**src/rtl/fec_pkg.sv**
```systemverilog
package fec_pkg;

    typedef enum logic [3:0] {
        ST_IDLE,
        ST_PRE,
        ST_CMD,
        ST_MORE,
        ST_SETTLE,
        ST_POLL_RD,
        ST_POLL_SMP,
        ST_POLL_GAP,
        ST_FINISH
    } fec_state_t;

    typedef enum logic [1:0] {
        FEC_OK      = 2'd0,
        FEC_LATE    = 2'd1,
        FEC_TIMEOUT = 2'd2,
        FEC_EMPTY   = 2'd3
    } fec_err_t;

endpackage

```
**src/rtl/fec_counter.sv**
```systemverilog
// Saturating up-counter with synchronous clear.
module fec_counter #(
    parameter int W = 4
) (
    input  logic         clk,
    input  logic         rst_n,
    input  logic         clr,
    input  logic         inc,
    output logic [W-1:0] cnt
);

    always_ff @(posedge clk) begin
        if (!rst_n) begin
            cnt <= '0;
        end else if (clr) begin
            cnt <= '0;
        end else if (inc && (cnt != {W{1'b1}})) begin
            cnt <= cnt + 1'b1;
        end
    end

endmodule

```
**src/rtl/fec_sector_pick.sv**
```systemverilog
// Finds the lowest selected sector and the mask without it.
module fec_sector_pick #(
    parameter int NUM_SECT = 4,
    parameter int IDX_W    = 2
) (
    input  logic [NUM_SECT-1:0] mask,
    output logic [IDX_W-1:0]    idx,
    output logic [NUM_SECT-1:0] rest
);

    always_comb begin
        idx = '0;
        for (int i = NUM_SECT - 1; i >= 0; i--) begin
            if (mask[i]) begin
                idx = IDX_W'(i);
            end
        end
        rest = mask & ~(NUM_SECT'(1) << idx);
    end

endmodule

```
**src/rtl/fec_bus_port.sv**
```systemverilog
// Paces flash bus cycles: one registered write strobe per WR_CLKS clocks,
// single-cycle reads, and a stall input from the shared bus.
module fec_bus_port #(
    parameter int ADDR_W  = 12,
    parameter int DATA_W  = 8,
    parameter int WR_CLKS = 4
) (
    input  logic              clk,
    input  logic              rst_n,
    input  logic              hold,
    input  logic              wr_req,
    input  logic              rd_req,
    input  logic [ADDR_W-1:0] req_addr,
    input  logic [DATA_W-1:0] req_data,
    output logic              wr_acc,
    output logic              rd_acc,
    output logic              busy,
    output logic              bus_we,
    output logic              bus_re,
    output logic [ADDR_W-1:0] bus_addr,
    output logic [DATA_W-1:0] bus_wdata
);

    assign wr_acc = wr_req && !busy && !hold;
    assign rd_acc = rd_req && !wr_req && !busy && !hold;

    always_ff @(posedge clk) begin
        if (!rst_n) begin
            bus_we    <= 1'b0;
            bus_re    <= 1'b0;
            bus_addr  <= '0;
            bus_wdata <= '0;
        end else begin
            bus_we <= wr_acc;
            bus_re <= rd_acc;
            if (wr_acc || rd_acc) begin
                bus_addr  <= req_addr;
                bus_wdata <= wr_acc ? req_data : '0;
            end
        end
    end

    generate
        if (WR_CLKS > 1) begin : g_pace
            localparam int BW = $clog2(WR_CLKS);
            logic [BW-1:0] left;

            always_ff @(posedge clk) begin
                if (!rst_n) begin
                    left <= '0;
                end else if (wr_acc) begin
                    left <= BW'(WR_CLKS - 1);
                end else if (left != '0) begin
                    left <= left - 1'b1;
                end
            end

            assign busy = (left != '0);

            AST_STROBE_SPACING: assert property (@(posedge clk) disable iff (!rst_n)
                bus_we |=> !bus_we);
        end else begin : g_nopace
            assign busy = 1'b0;
        end
    endgenerate

    AST_HOLD_BLOCKS: assert property (@(posedge clk) disable iff (!rst_n)
        hold |=> !(bus_we || bus_re));

    AST_ONE_KIND: assert property (@(posedge clk) disable iff (!rst_n)
        !(bus_we && bus_re));

endmodule

```
**src/rtl/flash_erase_ctrl.sv**
```systemverilog
module flash_erase_ctrl
    import fec_pkg::*;
#(
    parameter int ADDR_W     = 12,
    parameter int DATA_W     = 8,
    parameter int NUM_SECT   = 4,
    parameter int SECT_SHIFT = 10,
    parameter int WR_CLKS    = 4,
    parameter int WIN_CLKS   = 12,
    parameter int POLL_CLKS  = 6,
    parameter int POLL_MAX   = 5,
    parameter int POLL_BIT   = 7,
    parameter logic [ADDR_W-1:0] UNLOCK_A = 12'h555,
    parameter logic [ADDR_W-1:0] UNLOCK_B = 12'h2AA
) (
    input  logic                clk,
    input  logic                rst_n,
    input  logic                req_valid,
    output logic                req_ready,
    input  logic                req_chip,
    input  logic [NUM_SECT-1:0] req_mask,
    output logic                done,
    output logic                err,
    output logic [1:0]          err_code,
    input  logic                bus_hold,
    output logic                bus_we,
    output logic                bus_re,
    output logic [ADDR_W-1:0]   bus_addr,
    output logic [DATA_W-1:0]   bus_wdata,
    input  logic [DATA_W-1:0]   bus_rdata
);

    localparam int IDX_W  = (NUM_SECT > 1) ? $clog2(NUM_SECT) : 1;
    localparam int GAP_W  = $clog2(WIN_CLKS + 1);
    localparam int PIV_W  = $clog2(POLL_CLKS + 1);
    localparam int TRY_W  = $clog2(POLL_MAX + 1);
    localparam logic [GAP_W-1:0]  GAP_LAST  = GAP_W'(WIN_CLKS - 1);
    localparam logic [PIV_W-1:0]  POLL_LAST = PIV_W'(POLL_CLKS - 1);
    localparam logic [TRY_W-1:0]  TRY_LAST  = TRY_W'(POLL_MAX - 1);
    localparam logic [DATA_W-1:0] POLL_MASK = DATA_W'(1) << POLL_BIT;
    localparam logic [DATA_W-1:0] D_UNL1    = DATA_W'(8'hAA);
    localparam logic [DATA_W-1:0] D_UNL2    = DATA_W'(8'h55);
    localparam logic [DATA_W-1:0] D_SETUP   = DATA_W'(8'h80);
    localparam logic [DATA_W-1:0] D_CHIP    = DATA_W'(8'h10);
    localparam logic [DATA_W-1:0] D_SECT    = DATA_W'(8'h30);

    // state register contents
    fec_state_t          state, state_d;
    logic [2:0]          step, step_d;
    logic [NUM_SECT-1:0] pend, pend_d;
    logic                chip_q, chip_d;
    logic [ADDR_W-1:0]   poll_addr, paddr_d;
    fec_err_t            err_q, err_d;

    // datapath links
    logic                wr_req, rd_req, wr_acc, rd_acc, busy;
    logic [ADDR_W-1:0]   req_addr;
    logic [DATA_W-1:0]   req_data;
    logic [IDX_W-1:0]    cur_idx;
    logic [NUM_SECT-1:0] rest;
    logic [ADDR_W-1:0]   cur_base;
    logic [GAP_W-1:0]    gap_cnt;
    logic [PIV_W-1:0]    poll_cnt;
    logic [TRY_W-1:0]    tries_cnt;
    logic                late, status_done;

    fec_sector_pick #(.NUM_SECT(NUM_SECT), .IDX_W(IDX_W)) u_pick (
        .mask (pend),
        .idx  (cur_idx),
        .rest (rest)
    );

    assign cur_base = ADDR_W'(cur_idx) << SECT_SHIFT;

    fec_counter #(.W(GAP_W)) u_gap (
        .clk (clk), .rst_n (rst_n), .clr (wr_acc), .inc (1'b1), .cnt (gap_cnt)
    );

    fec_counter #(.W(PIV_W)) u_pivl (
        .clk (clk), .rst_n (rst_n), .clr (rd_acc), .inc (1'b1), .cnt (poll_cnt)
    );

    fec_counter #(.W(TRY_W)) u_tries (
        .clk   (clk),
        .rst_n (rst_n),
        .clr   (state == ST_IDLE),
        .inc   ((state == ST_POLL_SMP) && !status_done),
        .cnt   (tries_cnt)
    );

    fec_bus_port #(.ADDR_W(ADDR_W), .DATA_W(DATA_W), .WR_CLKS(WR_CLKS)) u_port (
        .clk       (clk),
        .rst_n     (rst_n),
        .hold      (bus_hold),
        .wr_req    (wr_req),
        .rd_req    (rd_req),
        .req_addr  (req_addr),
        .req_data  (req_data),
        .wr_acc    (wr_acc),
        .rd_acc    (rd_acc),
        .busy      (busy),
        .bus_we    (bus_we),
        .bus_re    (bus_re),
        .bus_addr  (bus_addr),
        .bus_wdata (bus_wdata)
    );

    assign late        = (gap_cnt >= GAP_LAST);
    assign status_done = ((bus_rdata & POLL_MASK) != '0);

    // next-state logic
    always_comb begin
        state_d = state;
        step_d  = step;
        pend_d  = pend;
        chip_d  = chip_q;
        paddr_d = poll_addr;
        err_d   = err_q;
        unique case (state)
            ST_IDLE: begin
                if (req_valid) begin
                    chip_d = req_chip;
                    pend_d = req_mask;
                    step_d = 3'd0;
                    err_d  = FEC_OK;
                    if (req_chip || (req_mask != '0)) begin
                        state_d = ST_PRE;
                    end else begin
                        err_d   = FEC_EMPTY;
                        state_d = ST_FINISH;
                    end
                end
            end
            ST_PRE: begin
                if (wr_acc) begin
                    if (step == 3'd4) state_d = ST_CMD;
                    else              step_d  = step + 3'd1;
                end
            end
            ST_CMD: begin
                if (wr_acc) begin
                    if (chip_q) begin
                        paddr_d = '0;
                        state_d = ST_SETTLE;
                    end else begin
                        paddr_d = cur_base;
                        pend_d  = rest;
                        state_d = (rest == '0) ? ST_SETTLE : ST_MORE;
                    end
                end
            end
            ST_MORE: begin
                if (late) begin
                    err_d   = FEC_LATE;
                    state_d = ST_FINISH;
                end else if (wr_acc) begin
                    pend_d = rest;
                    if (rest == '0) state_d = ST_SETTLE;
                end
            end
            ST_SETTLE: begin
                if (!busy && (chip_q || late)) state_d = ST_POLL_RD;
            end
            ST_POLL_RD: begin
                if (rd_acc) state_d = ST_POLL_SMP;
            end
            ST_POLL_SMP: begin
                if (status_done) begin
                    state_d = ST_FINISH;
                end else if (tries_cnt == TRY_LAST) begin
                    err_d   = FEC_TIMEOUT;
                    state_d = ST_FINISH;
                end else begin
                    state_d = ST_POLL_GAP;
                end
            end
            ST_POLL_GAP: begin
                if (poll_cnt >= POLL_LAST) state_d = ST_POLL_RD;
            end
            ST_FINISH: state_d = ST_IDLE;
            default:   state_d = ST_IDLE;
        endcase
    end

    // state register
    always_ff @(posedge clk) begin
        if (!rst_n) begin
            state     <= ST_IDLE;
            step      <= 3'd0;
            pend      <= '0;
            chip_q    <= 1'b0;
            poll_addr <= '0;
            err_q     <= FEC_OK;
        end else begin
            state     <= state_d;
            step      <= step_d;
            pend      <= pend_d;
            chip_q    <= chip_d;
            poll_addr <= paddr_d;
            err_q     <= err_d;
        end
    end

    // outputs and bus requests
    always_comb begin
        req_ready = (state == ST_IDLE);
        done      = (state == ST_FINISH);
        err       = (err_q != FEC_OK);
        err_code  = err_q;
        wr_req    = 1'b0;
        rd_req    = 1'b0;
        req_addr  = '0;
        req_data  = '0;
        unique case (state)
            ST_PRE: begin
                wr_req = 1'b1;
                unique case (step)
                    3'd0:    begin req_addr = UNLOCK_A; req_data = D_UNL1;  end
                    3'd1:    begin req_addr = UNLOCK_B; req_data = D_UNL2;  end
                    3'd2:    begin req_addr = UNLOCK_A; req_data = D_SETUP; end
                    3'd3:    begin req_addr = UNLOCK_A; req_data = D_UNL1;  end
                    default: begin req_addr = UNLOCK_B; req_data = D_UNL2;  end
                endcase
            end
            ST_CMD: begin
                wr_req = 1'b1;
                if (chip_q) begin
                    req_addr = UNLOCK_A;
                    req_data = D_CHIP;
                end else begin
                    req_addr = cur_base;
                    req_data = D_SECT;
                end
            end
            ST_MORE: begin
                wr_req   = !late;
                req_addr = cur_base;
                req_data = D_SECT;
            end
            ST_POLL_RD: begin
                rd_req   = 1'b1;
                req_addr = poll_addr;
            end
            default: begin
                wr_req = 1'b0;
            end
        endcase
    end

    AST_READY_DROPS: assert property (@(posedge clk) disable iff (!rst_n)
        (req_valid && req_ready) |=> !req_ready);

    AST_DONE_SINGLE: assert property (@(posedge clk) disable iff (!rst_n)
        done |=> !done);

    AST_SECTOR_GAP: assert property (@(posedge clk) disable iff (!rst_n)
        ((state == ST_MORE) && wr_acc) |-> (gap_cnt < GAP_LAST));

    AST_QUIET_BEFORE_POLL: assert property (@(posedge clk) disable iff (!rst_n)
        (rd_acc && !chip_q) |-> (gap_cnt >= GAP_LAST));

    AST_SILENT_POLL: assert property (@(posedge clk) disable iff (!rst_n)
        (state inside {ST_POLL_SMP, ST_POLL_GAP}) |-> (!bus_we && !wr_acc));

    AST_EMPTY_NO_BUS: assert property (@(posedge clk) disable iff (!rst_n)
        ((state == ST_FINISH) && (err_q == FEC_EMPTY)) |-> (!bus_we && !bus_re));

endmodule

```
**config.mk**
```make
export PLATFORM = sky130hd
export DESIGN_NAME = flash_erase_ctrl
export DESIGN_NICKNAME = d
export VERILOG_FILES = /design/src/rtl/fec_pkg.sv /design/src/rtl/fec_counter.sv /design/src/rtl/fec_sector_pick.sv /design/src/rtl/fec_bus_port.sv /design/src/rtl/flash_erase_ctrl.sv
export SDC_FILE = /design/constraint.sdc
export NUM_CORES = 1
export LEC_CHECK = 0
export BUFFER_PORTS_ARGS = -buffer_cell sky130_fd_sc_hd__buf_2
export CAP_MARGIN = 20
export CORE_MARGIN = 2
export CORE_UTILIZATION = 40
export DETAILED_ROUTE_END_ITERATION = 8
export PLACE_DENSITY = 0.71
export SYNTH_ARGS = -nofsm -noshare
export SYNTH_HDL_FRONTEND = slang
export SYNTH_HIERARCHICAL = 1
export SYNTH_SLANG_ARGS = --single-unit
export TNS_END_PERCENT = 50
```
**constraint.sdc**
```tcl
create_clock -name clk -period 4.2 [get_ports clk]
set_input_delay 0.21 -clock clk [delete_from_list [all_inputs] [get_ports clk]]
set_output_delay 0.21 -clock clk [all_outputs]
set_load 0.005 [all_outputs]
```
# Word-level counts from Yosys, hierarchy flattened

Cells that the tools add are included.
Widths: inputs -> output; s select.

Bits of input ports: 17
Logic and storage cells: 142
Register bits: 60
Output and inout bits: 27

Mux-type cells: 48
Shifts and indexed selects: 1
Equality and inequality tests: 31
Reductions and logical operators: 38
Bitwise gates (word level): 3
$lt $le $gt $ge: 2
Add/subtract/negate cells: 5

Operators with widths:

| cell                | number |
|---|---|
| $mux 4              | 18 |
| $pmux 12 s4         | 1 |
| $pmux 4 s8          | 1 |
| $mux 12             | 2 |
| $pmux 8 s3          | 1 |
| $mux 2              | 11 |
| $ne 2x2->1 const B  | 9 |
| $eq 4x3->1 const B  | 4 |
| $pmux 8 s2          | 1 |
| $mux 3              | 5 |
| $pmux 4 s3          | 1 |
| $mux 11             | 1 |
| $ne 2x1->1 const B  | 5 |
| $reduce_or 2->1     | 5 |
| $add 3x1->3 const B | 3 |
| $ne 3x3->1 const B  | 3 |
| $reduce_and 9->1    | 1 |
| $eq 4x2->1 const B  | 2 |
| $logic_and 1x1->1   | 8 |
| $logic_not 4->1     | 2 |
| $mux 8              | 1 |
| $reduce_bool 2->1   | 4 |
| $eq 3x2->1 const B  | 2 |
| $eq 3x3->1 const B  | 2 |
| 27 further kinds    | 35 |

# Longest topological paths before layout

Gate-level depths: netlist (run 1).

Depth after elaboration: 12
Gate-level depth with buffers: 11
Gate-level depth less buffers: 10

# Modules after synthesis

The synthesis (run 1) kept the hierarchy.

By module, submodules not included:

| module                    | area an instance (um^2) | cells an instance | instances |
|---|---|---|---|
| flash_erase_ctrl          | 1302.5                  | 169               | 1 |
| fec_bus_port              | 939.7                   | 92                | 1 |
| fec_counter at u_pivl ... | 145.1                   | 13                | 2 |
| fec_counter at u_gap      | 191.4                   | 21                | 1 |
| fec_sector_pick           | 58.8                    | 10                | 1 |

# Worst setup path after synthesis (run 1)

OpenSTA, ideal clock, no wires.

Path type: register to register
From: reg state[1]
To: reg state[0]
Clock period less this slack: 2.251 ns
Path buffers: 1
Data arrival time: 2.180 ns
Stages on the path, launching flop included: 11
Path slack: 1.949 ns
Cells stage by stage: dfxtp_1 buf_4 nand2_1 o31ai_1 nor2_1 and3b_2 or3b_1 a211oi_1 a221oi_2 nand2_1 mux2i_1

Elaborated cells on any way between the ends: 28

RTL lines:

| item                                                      | RTL line                | source |
|---|---|---|
| from (decl)                                               | flash_erase_ctrl.sv:48  | `fec_state_t state, state_d;` |
| from (signal assigned)                                    | flash_erase_ctrl.sv:195 | `state <= state_d;` |
| $eq 4x2->1 or $eq 4x1->1 (tied branches)                  | flash_erase_ctrl.sv:214 | `unique case (state)` |
| $reduce_or 2->1 (no source line)                          | n/a                     |  |
| $pmux 1 s2 *                                              | flash_erase_ctrl.sv:214 |  |
| named net wr_req                                          | flash_erase_ctrl.sv:56  | `logic wr_req, rd_req, wr_acc, rd_acc, busy;` |
| $logic_and 1x1->1 * (2 in series)                         | fec_bus_port.sv:24      | `assign wr_acc = wr_req && !busy && !hold;` |
| named net wr_acc                                          | flash_erase_ctrl.sv:56  |  |
| $ne 3x2->1 (no source line) or $ne 2x1->1 (tied branches) | n/a                     |  |
| $reduce_and 9->1 (no source line) *                       | n/a                     |  |

Mark *: on every way through the listed nets, which the timed path passes. The rest lies on a longest branch.
A chain may end at the register's enable or synchronous reset.

# Worst setup path in the final report (run 1)

From: reg state[1]
To: reg state[1]

Same word-level chain as after synthesis.

==> results.tsv, run 1 <==
metric	value	unit
Routed Antenna Nets	0	
final setup fails	0	
unrepaired setup endpoints after global routing	no	
Leakage	0.001264	uW
WL per Instance	13.74	um
sequential standard cell area	1001	um^2
Worst-Margin Slew	745.4	ps
GRT overflow	0	
Routability Congestion	0.9026	
Worst Clk Skew	10.09	ps
hold buffer count at CTS	0	
Rows	30	
commonest cells after routing, fill and taps aside	dfxtp_1, nand2_1, buf_2	
initial antenna violation count	0	
synth unique cells	66	
TritonCTS Sinks	50	
placed inst area	2978	um^2
WP buf/inv	0	
Worst-Skew Late Latency	310	ps
Post-CTS Resized	0	
cells after synthesis	318	
Overall Power	1512	uW
CP endpoint kind	flop	
clk root buf	clkbuf_8	
FMAX	346.0	MHz
Critical Path Fanout Max	22	
final WL	5.951	mm
n_diodes	0	
Clock Power Share	0.192	
EDFF count, synth	0	
I/O pin count	44	
combinational share of power	0.397	
R2R depth	9	
worst hold path stage count	3	
post-synthesis sequential element count	50	
DRT iter0 DRCs	205	
total CTS buffers	5	
Sw Ratio	0.3922	
first-pass GRT wire length	9.949	mm
Slew headroom	0.5031	
quantity of I/O buffers inserted on ports	36	
critical path's top delay family	simple AND/OR/NAND/NOR gates	
CP Data Required Time	4440	ps
post-route minimum period	2890	ps
critical-path cell list	nand2_1 -> o31ai_1 -> nor2_1 -> and3b_2 -> or3b_1 -> a211oi_1 -> a221oi_2 -> nand2_1 -> mux2i_1	
final hold viol count	0	
outcome	complete, no violations	
Setup TNS Final	0	ps
mapped cell area	2783	um^2
drc violations	0	
CTS H-tree lvls	2	
post-CTS setup buffers	0	
Finished Layout Cells	433	
Hold Path Class	in2reg	
CTS tree	built	
Main synth FF type	dfxtp_1	
CP most frequent cell	nand2_1	
DP HPWL	4.360	mm
P&R area growth vs syn	10.39	%
NetSw	593.1	uW
placed insts	425	
die height	87.41	um
fin area	3072	um^2
kind of critical path	reg2reg	
filler instances	672	
CTS Buffer Depth	2	
Syn Area/Cell	8.751	um^2
Initial Util	0.4119	
die area	7640	um^2
YS warnings	6	
via count	2366	
via density per instance	5.464	
nets	379	
post-synthesis sequential area ratio	0.3597	
fraction of registers with async set/reset	0	
Int Power	919.1	uW
fin crit share	0.6881	
CP max stage cell	dfxtp_1	
fin. max-slew vios	0	
Max IR drop VDD	0.2323	mV
Reg power frac	0.411	
multi-input logic area	1628	um^2
critical path's largest stage delay	780	ps
1st-pass router iterations	4	
number of global-route vias before repair	2117	
Critical Path Source Type	flop	
crit path DAT	3130	ps
pin count of the biggest net entering global routing	46	
total track usage	0.1618	
PwrDens	492.3	nW/um^2
Worst path depth	9	
most common cell after layout, fill and taps aside	dfxtp_1	
max-cap violations	0	
clock slew at reported path FFs	90	ps
CORE AREA	6756	um^2
ratio of cells with drive above 1 in the final layout	0.1955	
Die X	87.41	um
[through the flow]
stage | hold WS, ps | utilization | worst slack (ps)
finish | 187.8 | 0.4546 | 1310
global route | 181.4 | 0.4546 | 1097
CTS | 173.3 | 0.4546 | 1349
detailed placement | 446.1 | 0.4407 | 1389
global placement | 440.5 | 0.4407 | 1408
floorplan | 343.4 | - | 1949
[cells in the mapped netlist, drive strengths merged (3+ instances only)]
cell type | instances | area share
a32o | 9 | 0.032
buf | 12 | 0.035
nor3 | 10 | 0.022
a311oi | 5 | 0.016
nand2 | 49 | 0.066
or3 | 5 | 0.011
and3 | 3 | 0.0090
mux2i | 19 | 0.068
nand3b | 3 | 0.0081
inv | 16 | 0.022
nor2 | 33 | 0.047
nor2b | 5 | 0.017
dfxtp | 50 | 0.36
o21a | 3 | 0.011
a21oi | 15 | 0.027
a211oi | 3 | 0.0081
and2 | 4 | 0.010
nand2b | 10 | 0.022
ha | 10 | 0.045
o21ai | 8 | 0.014
nor3b | 3 | 0.0081
[metal layers]
metal  share of wire  global-route usage  up-vias
li1                -                   -     1189
met1            0.48              0.2294     1118
met2            0.45              0.2486       50
met3           0.056             0.02938        9
met4           0.016             0.05035        0
met5               0                   0        -
[area by class of cell]
cell class,instances,share of cell area
Tap cell,80,0.03259
Clock inverter,3,0.008147
Sequential cell,50,0.3259
Timing Repair Buffer,36,0.05866
Multi-Input combinational cell,242,0.5299
Inverter,17,0.02240
Clock buffer,5,0.02240
[registers in the layout, indices dropped and copies added (netlist names)]
signal and count:
u_gap/cnt 4, u_port/bus_re 1, pend 4, u_port/g_pace.left 2
u_port/bus_we 1, step 3, poll_addr 2, u_port/bus_wdata 8
u_port/bus_addr 12, err_code 2, chip_q 1, state 4
u_tries/cnt 3, u_pivl/cnt 3
[power groups by stage]
stage	Combinational, uW	Clock, uW	Sequential [uW]
2_1_floorplan	523	0	585
3_3_place_gp	584	0	627
3_5_place_dp	593	0	631
4_1_cts	598	299	620
5_1_grt	670	315	633
6_report	600	291	621
[worst min-delay path, delay by kind of cell]
family / cells / cell delay (ps)
AO/OA/AOI/OAI: 1 / 80
AND/OR/NAND/NOR: 1 / 50
buffers and inverters: 1 / 100
[kinds of logic after synthesis]
family                     Yosys count  share of synthesized area
DFF                                 50                     0.3597
other                                2                   0.002699
AOI/OAI and AO/OA                   62                     0.1754
and+or+nand+nor                    141                     0.2765
muxes                               20                    0.07239
xor gates and xnor gates             2                   0.006296
buffers and inverters               31                    0.06205
adders and majority gates           10                    0.04496
[worst paths after layout]
path / endpoint / slack [ps] / start
max: state[1] / 1310 / state[1]
min: pend[3] / 190 / req_mask[3]
max reg2reg: state[1] / 1310 / state[1]
min reg2reg: u_port/bus_addr[7] / 460 / u_port/bus_addr[7]
(Power assumes the default switching activity.)
==> run 2, diff against run 1 <==
ABC_AREA = 1   (was default)
PLACE_DENSITY = 0.73   (was 0.71)
clock period = 2.3 ns   (was 4.2 ns; I/O delays follow)
==> run 2 against run 1 <==
Effect of this change:
- hold slack got worse by 70 ps
- sequential share of layout area is 2.5 points lower
- final cell count grew 37%
- fmax is 40% higher
- global-route usage fell by 0.057 points
- critical path type unchanged
- largest power group is now combinational logic
- highest routed layer unchanged
==> results.tsv, run 2 <==
metric	value	unit	change
Worst-Skew Late Latency	300	ps	about the same
CTS tree	built		
Synth top cells by count	nand2_1, nor2_1, inv_1		
min setup slack post-route	233.1	ps	-1077 ps
pin count of the biggest net entering global routing	19		-59%
fin crit share	0.8986		+0.2106
YS warnings	6		unchanged
top-area cell type share of the netlist area	0.3439		-0.01577
Hold Path Class	in2reg		
Main synth FF type	dfxtp_1		
fin. max-slew vios	0		unchanged
most common cell after layout, fill and taps aside	nand2_1		
Leakage	0.001676	uW	+33%
number of global-route vias before repair	2401		+13%
most frequent cell after synthesis	nand2_1		
mapped cell area	2910	um^2	+4.6%
Routed Antenna Nets	0		unchanged
post-route minimum period	2067	ps	-823.0 ps
Post-CTS Resized	0		unchanged
Max IR drop VDD	0.5098	mV	+120%
final WL	6.141	mm	+3.2%
cells after synthesis	451		+42%
TritonCTS Sinks	50		unchanged
GRT overflow	0		unchanged
total track usage	0.1612		-0.0005686
EDFF count, synth	0		unchanged
Worst Clk Skew	4.433	ps	-5.658 ps
quantity of I/O buffers inserted on ports	36		unchanged
Die X	89.30	um	+2.2%
I/O pin count	44		unchanged
total CTS buffers	5		unchanged
crit path DAT	2270	ps	-860 ps
Critical Path Source Type	flop		
Routability Congestion	0.9207		+2.0%
P&R area growth vs syn	14.32	%	
CORE AREA	7137	um^2	+5.6%
FMAX	483.8	MHz	+40%
1st-pass router iterations	4		unchanged
nets	522		+38%
commonest cells after routing, fill and taps aside	nand2_1, nor2_1, inv_1		
Initial Util	0.4078		-0.004068
Place WS	189.1	ps	-1200 ps
fin area	3327	um^2	+8.3%
worst hold path stage count	3		unchanged
clock slew at reported path FFs	90	ps	about the same
n_diodes	0		unchanged
final setup fails	0		unchanged
kind of critical path	reg2reg		
ratio of cells with drive above 1 in the final layout	0.1694		-0.02611
max FFs per register	12		unchanged
CTS H-tree lvls	2		unchanged
Critical Path Fanout Max	6		-73%
Slew headroom	0.6528		+0.1497
post-synthesis sequential area ratio	0.3439		-0.01577
post-CTS setup buffers	0		unchanged
WL per Instance	10.32	um	-25%
hold slack	118.2	ps	-69.57 ps
max-cap violations	0		unchanged
DRT iter0 DRCs	130		-37%
placed inst area	3216	um^2	+8.0%
hold buffer count at CTS	0		unchanged
CP Data Required Time	2500	ps	-1940 ps
CP endpoint kind	flop		
CTS Buffer Depth	2		unchanged
biggest regs	u_port/bus_addr: 12 flops, u_port/bus_wdata: 8 flops		
outcome	complete, no violations		
initial antenna violation count	0		unchanged
top cells by area, synth	dfxtp_1, nand2_1, nor2_1		
via count	2783		+18%
unrepaired setup endpoints after global routing	no		
largest register by flop count	u_port/bus_addr		
Setup TNS Final	0	ps	unchanged
synth unique cells	37		-44%
via density per instance	4.677		-14%
Worst-Margin Slew	517.4	ps	-228.0 ps
drc violations	0		unchanged
die area	7974	um^2	+4.4%
die height	89.30	um	+2.2%
post-synthesis sequential element count	50		unchanged
Syn Area/Cell	6.453	um^2	-26%
final hold viol count	0		unchanged
PwrDens	1054	nW/um^2	+110%
fraction of registers with async set/reset	0		unchanged
DP HPWL	4.787	mm	+9.8%
Rows	31		+3.3%
first-pass GRT wire length	10.23	mm	+2.8%
clk root buf	clkbuf_8		
R2R depth	15		+6
cell taking the most area after synthesis	dfxtp_1		
-- run 2: cell types whose count changed in the layout (fill, tap and decap cells not counted), moves of 5 or more --
cell	previous run	this run
a21oi_1	15	9
a311oi_1	5	0
a32o_1	9	0
buf_4	0	7
inv_1	16	58
inv_2	0	9
mux2i_1	19	0
nand2_1	49	110
nand2b_1	10	0
nand3_1	1	29
nor2_1	30	98
nor3_1	8	2
o211ai_1	2	13
or3_1	5	0
-- run 2: path summary, 6_finish.rpt --
check / start / end / slack (ps)
hold / removal: req_valid / chip_q / 120
setup reg to reg: state[0] / state[2] / 230
setup / recovery: state[0] / state[2] / 230
hold reg to reg: poll_addr[10] / poll_addr[10] / 470
-- run 2: power by group --
group          leakage, uW  internal (uW)  total [uW]  switching, uW
clock network    0.0000514            325         614            289
registers         0.000409           1060        1200            141
logic              0.00122            622        1690           1070
total              0.00168           2000        3510           1500
-- run 2: layout make-up --
| type | count | area [um^2] |
|---|---|---|
| Fill cell | 764 | 3810 |
| Multi-Input combinational cell | 327 | 1603 |
| Sequential cell | 50 | 1002 |
| Inverter | 68 | 255.2 |
| Timing Repair Buffer | 43 | 232.7 |
| Tap cell | 99 | 123.9 |
| Clock buffer | 6 | 72.57 |
| Clock inverter | 2 | 37.54 |
-- run 2: kinds of logic (layout without fill, tap and decap cells) --
| group | count (synthesis) | count (layout) | share of synthesized area |
|---|---|---|---|
| AO/OA/AOI/OAI | 44 | 44 | 0.09674 |
| XOR/XNOR | 2 | 2 | 0.006020 |
| adder cells (fa/ha/maj) | 10 | 10 | 0.04299 |
| buffers and inverters | 79 | 119 | 0.1118 |
| flip-flops | 50 | 50 | 0.3439 |
| multiplexers | 4 | 4 | 0.01548 |
| other | 2 | 7 | 0.002580 |
| AND/OR/NAND/NOR | 260 | 260 | 0.3805 |
-- run 2: layer usage --
metal	GRT usage	vias to the layer above	routed length, um
li1	-	1478	-
met1	0.2079	1233	2960
met2	0.2680	66	2786
met3	0.03324	6	341
met4	0.05563	0	51
met5	0	-	0
-- run 2: stage by stage --
step                      total power (uW)  instances  utilization
after floorplan                       2519        456            -
after global placement                2849        587       0.4506
after detailed placement              2900        587       0.4506
after CTS                             3529        595       0.4660
after global routing                  3850        595       0.4662
final                                 3506        595       0.4662
-- run 2: critical path, cell delays in order, from the launching register on --
cell,delay (ps)
dfxtp_1,420
nor2_1,110
inv_1,100
o211ai_1,100
inv_1,180
nand2_2,120
inv_2,130
inv_1,80
nand3_1,110
nand2_1,60
inv_1,40
nand3_1,150
nor2_4,200
nand2_1,70
nand2_1,60
nor2_1,40
==> run 3, diff against run 2 <==
BUFFER_PORTS_ARGS = -buffer_cell sky130_fd_sc_hd__buf_4   (was -buffer_cell sky130_fd_sc_hd__buf_2)
==> run 3 against run 2 <==
Effect of this change:
- total power rose by 2.1%
- critical path depth is 2 higher
- die area did not move
- non-clock buffer count down 2
- cell area up 2.5%
- critical path type unchanged
- largest cell class unchanged
==> results.tsv, run 3 (synthesis gave the netlist of run 2 again) <==
metric	value	unit	change
outcome	complete, no violations		
Leakage	0.001681	uW	+0.31%
DP HPWL	4.711	mm	-1.6%
GRT overflow	0		unchanged
ratio of cells with drive above 1 in the final layout	0.1761		+0.006759
fin. max-slew vios	0		unchanged
CP Data Required Time	2500	ps	about the same
most common cell after layout, fill and taps aside	nand2_1		
Slew headroom	0.6090		-0.04380
max FFs per register	12		unchanged
1st-pass router iterations	5		+1
unrepaired setup endpoints after global routing	no		
biggest regs	u_port/bus_addr: 12 flops, u_port/bus_wdata: 8 flops		
Critical Path Source Type	flop		
Hold Path Class	in2reg		
total track usage	0.1600		-0.001247
Initial Util	0.4078		unchanged
hold buffer count at CTS	0		unchanged
Setup TNS Final	0	ps	unchanged
final hold viol count	0		unchanged
final WL	6.107	mm	-0.55%
n_diodes	0		unchanged
commonest cells after routing, fill and taps aside	nand2_1, nor2_1, inv_1		
Routability Congestion	0.9622		+4.5%
placed insts	585		-0.34%
Worst-Skew Late Latency	300	ps	about the same
I/O pin count	44		unchanged
die area	7974	um^2	unchanged
CTS H-tree lvls	2		unchanged
Finished Layout Cells	593		-0.34%
via count	2747		-1.3%
CP endpoint kind	flop		
pin count of the biggest net entering global routing	38		+19
Worst Clk Skew	10.78	ps	+6.349 ps
Worst-Margin Slew	582.7	ps	+65.27 ps
max-cap violations	0		unchanged
number of global-route vias before repair	2359		-1.7%
Max IR drop VDD	0.5445	mV	+6.8%
die height	89.30	um	unchanged
final setup fails	0		unchanged
FMAX	504.7	MHz	+4.3%
clk root buf	clkbuf_8		
nets	520		-0.38%
Critical Path Fanout Max	6		unchanged
Die X	89.30	um	unchanged
Rows	31		unchanged
first-pass GRT wire length	10.21	mm	-0.20%
initial antenna violation count	0		unchanged
CTS tree	built		
WL per Instance	10.30	um	-0.22%
Routed Antenna Nets	0		unchanged
quantity of I/O buffers inserted on ports	36		unchanged
total CTS buffers	5		unchanged
post-route minimum period	1981	ps	-85.42 ps
P&R area growth vs syn	17.15	%	
PwrDens	1050	nW/um^2	-0.35%
crit path DAT	2180	ps	-90 ps
DRT iter0 DRCs	130		unchanged
largest register by flop count	u_port/bus_addr		
fin crit share	0.8615		-0.03714
CORE AREA	7137	um^2	unchanged
TritonCTS Sinks	50		unchanged
kind of critical path	reg2reg		
drc violations	0		unchanged
CTS Buffer Depth	2		unchanged
clock slew at reported path FFs	100	ps	about the same
via density per instance	4.632		-0.96%
-- run 3: changes by cell type in the layout (fill, tap and decap cells not counted), sizes merged --
cell / delta
buf: -2
clkbuf: -1
clkinv: +1
inv: +1
clkinvlp: -1
-- run 3: metrics by stage --
step / setup slack (ps) / hold WS, ps / util / total power (uW) / cell area, um^2
2_1_floorplan: 197.8 / 253.4 / - / 2519 / 2929
3_3_place_gp: 222.2 / 405.4 / 0.4611 / 2915 / 3291
3_5_place_dp: 171.9 / 407.4 / 0.4611 / 2954 / 3291
4_1_cts: 154.2 / 90.98 / 0.4769 / 3589 / 3403
5_1_grt: 63.03 / 96.14 / 0.4777 / 3925 / 3410
6_report: 318.5 / 94.21 / 0.4777 / 3580 / 3410
-- run 3: final cells by class --
| class | instances | area, um^2 |
|---|---|---|
| tap | 99 | 123.9 |
| clock buffer | 5 | 68.82 |
| clock inverter | 3 | 43.79 |
| fill | 740 | 3727 |
| sequential | 50 | 1005 |
| multi-input combinational | 327 | 1605 |
| timing repair buffer | 41 | 307.8 |
| inverter | 68 | 255.2 |
-- run 3: worst max-delay path, cell delays in order (launching register included) --
cell      delay (ps)
dfxtp_1          400
nand2_1           70
nand2_1           60
nand2_1           70
o211ai_1         220
inv_2            110
inv_2             80
nand3_1          100
inv_1            100
inv_1             50
nand3_1           70
nand2_1           50
nor2_1            90
nand2_1          120
nor2_4           150
nand2_1           60
nand2_1           50
nor2_1            40
-- run 3: final timing paths --
kind / cells past startpoint / slack, ps / from / endpoint
worst max register to register: 17 / 320 / u_gap/cnt[0] / state[0]
worst min register to register: 2 / 480 / poll_addr[11] / poll_addr[11]
worst max-delay path: 17 / 320 / u_gap/cnt[0] / state[0]
worst min-delay path: 3 / 90 / req_chip / chip_q
-- run 3: per-layer routing --
metal | up-vias | share of wire | global-route usage
li1 | 1473 | - | -
met1 | 1209 | 0.49 | 0.2128
met2 | 60 | 0.45 | 0.2727
met3 | 5 | 0.056 | 0.02862
met4 | 0 | 0.0057 | 0.03256
met5 | - | 0 | 0
-- run 3: power by group --
group          internal, uW  switching (uW)
Sequential             1060             147
Combinational           681            1070
Clock                   326             296
-- run 3: repair_timing --
| action | in CTS | in global routing |
|---|---|---|
| endpoints found under the setup margin | 0 | 10 |
| resized for setup | 0 | 5 |
| buffers inserted | 0 | 0 |
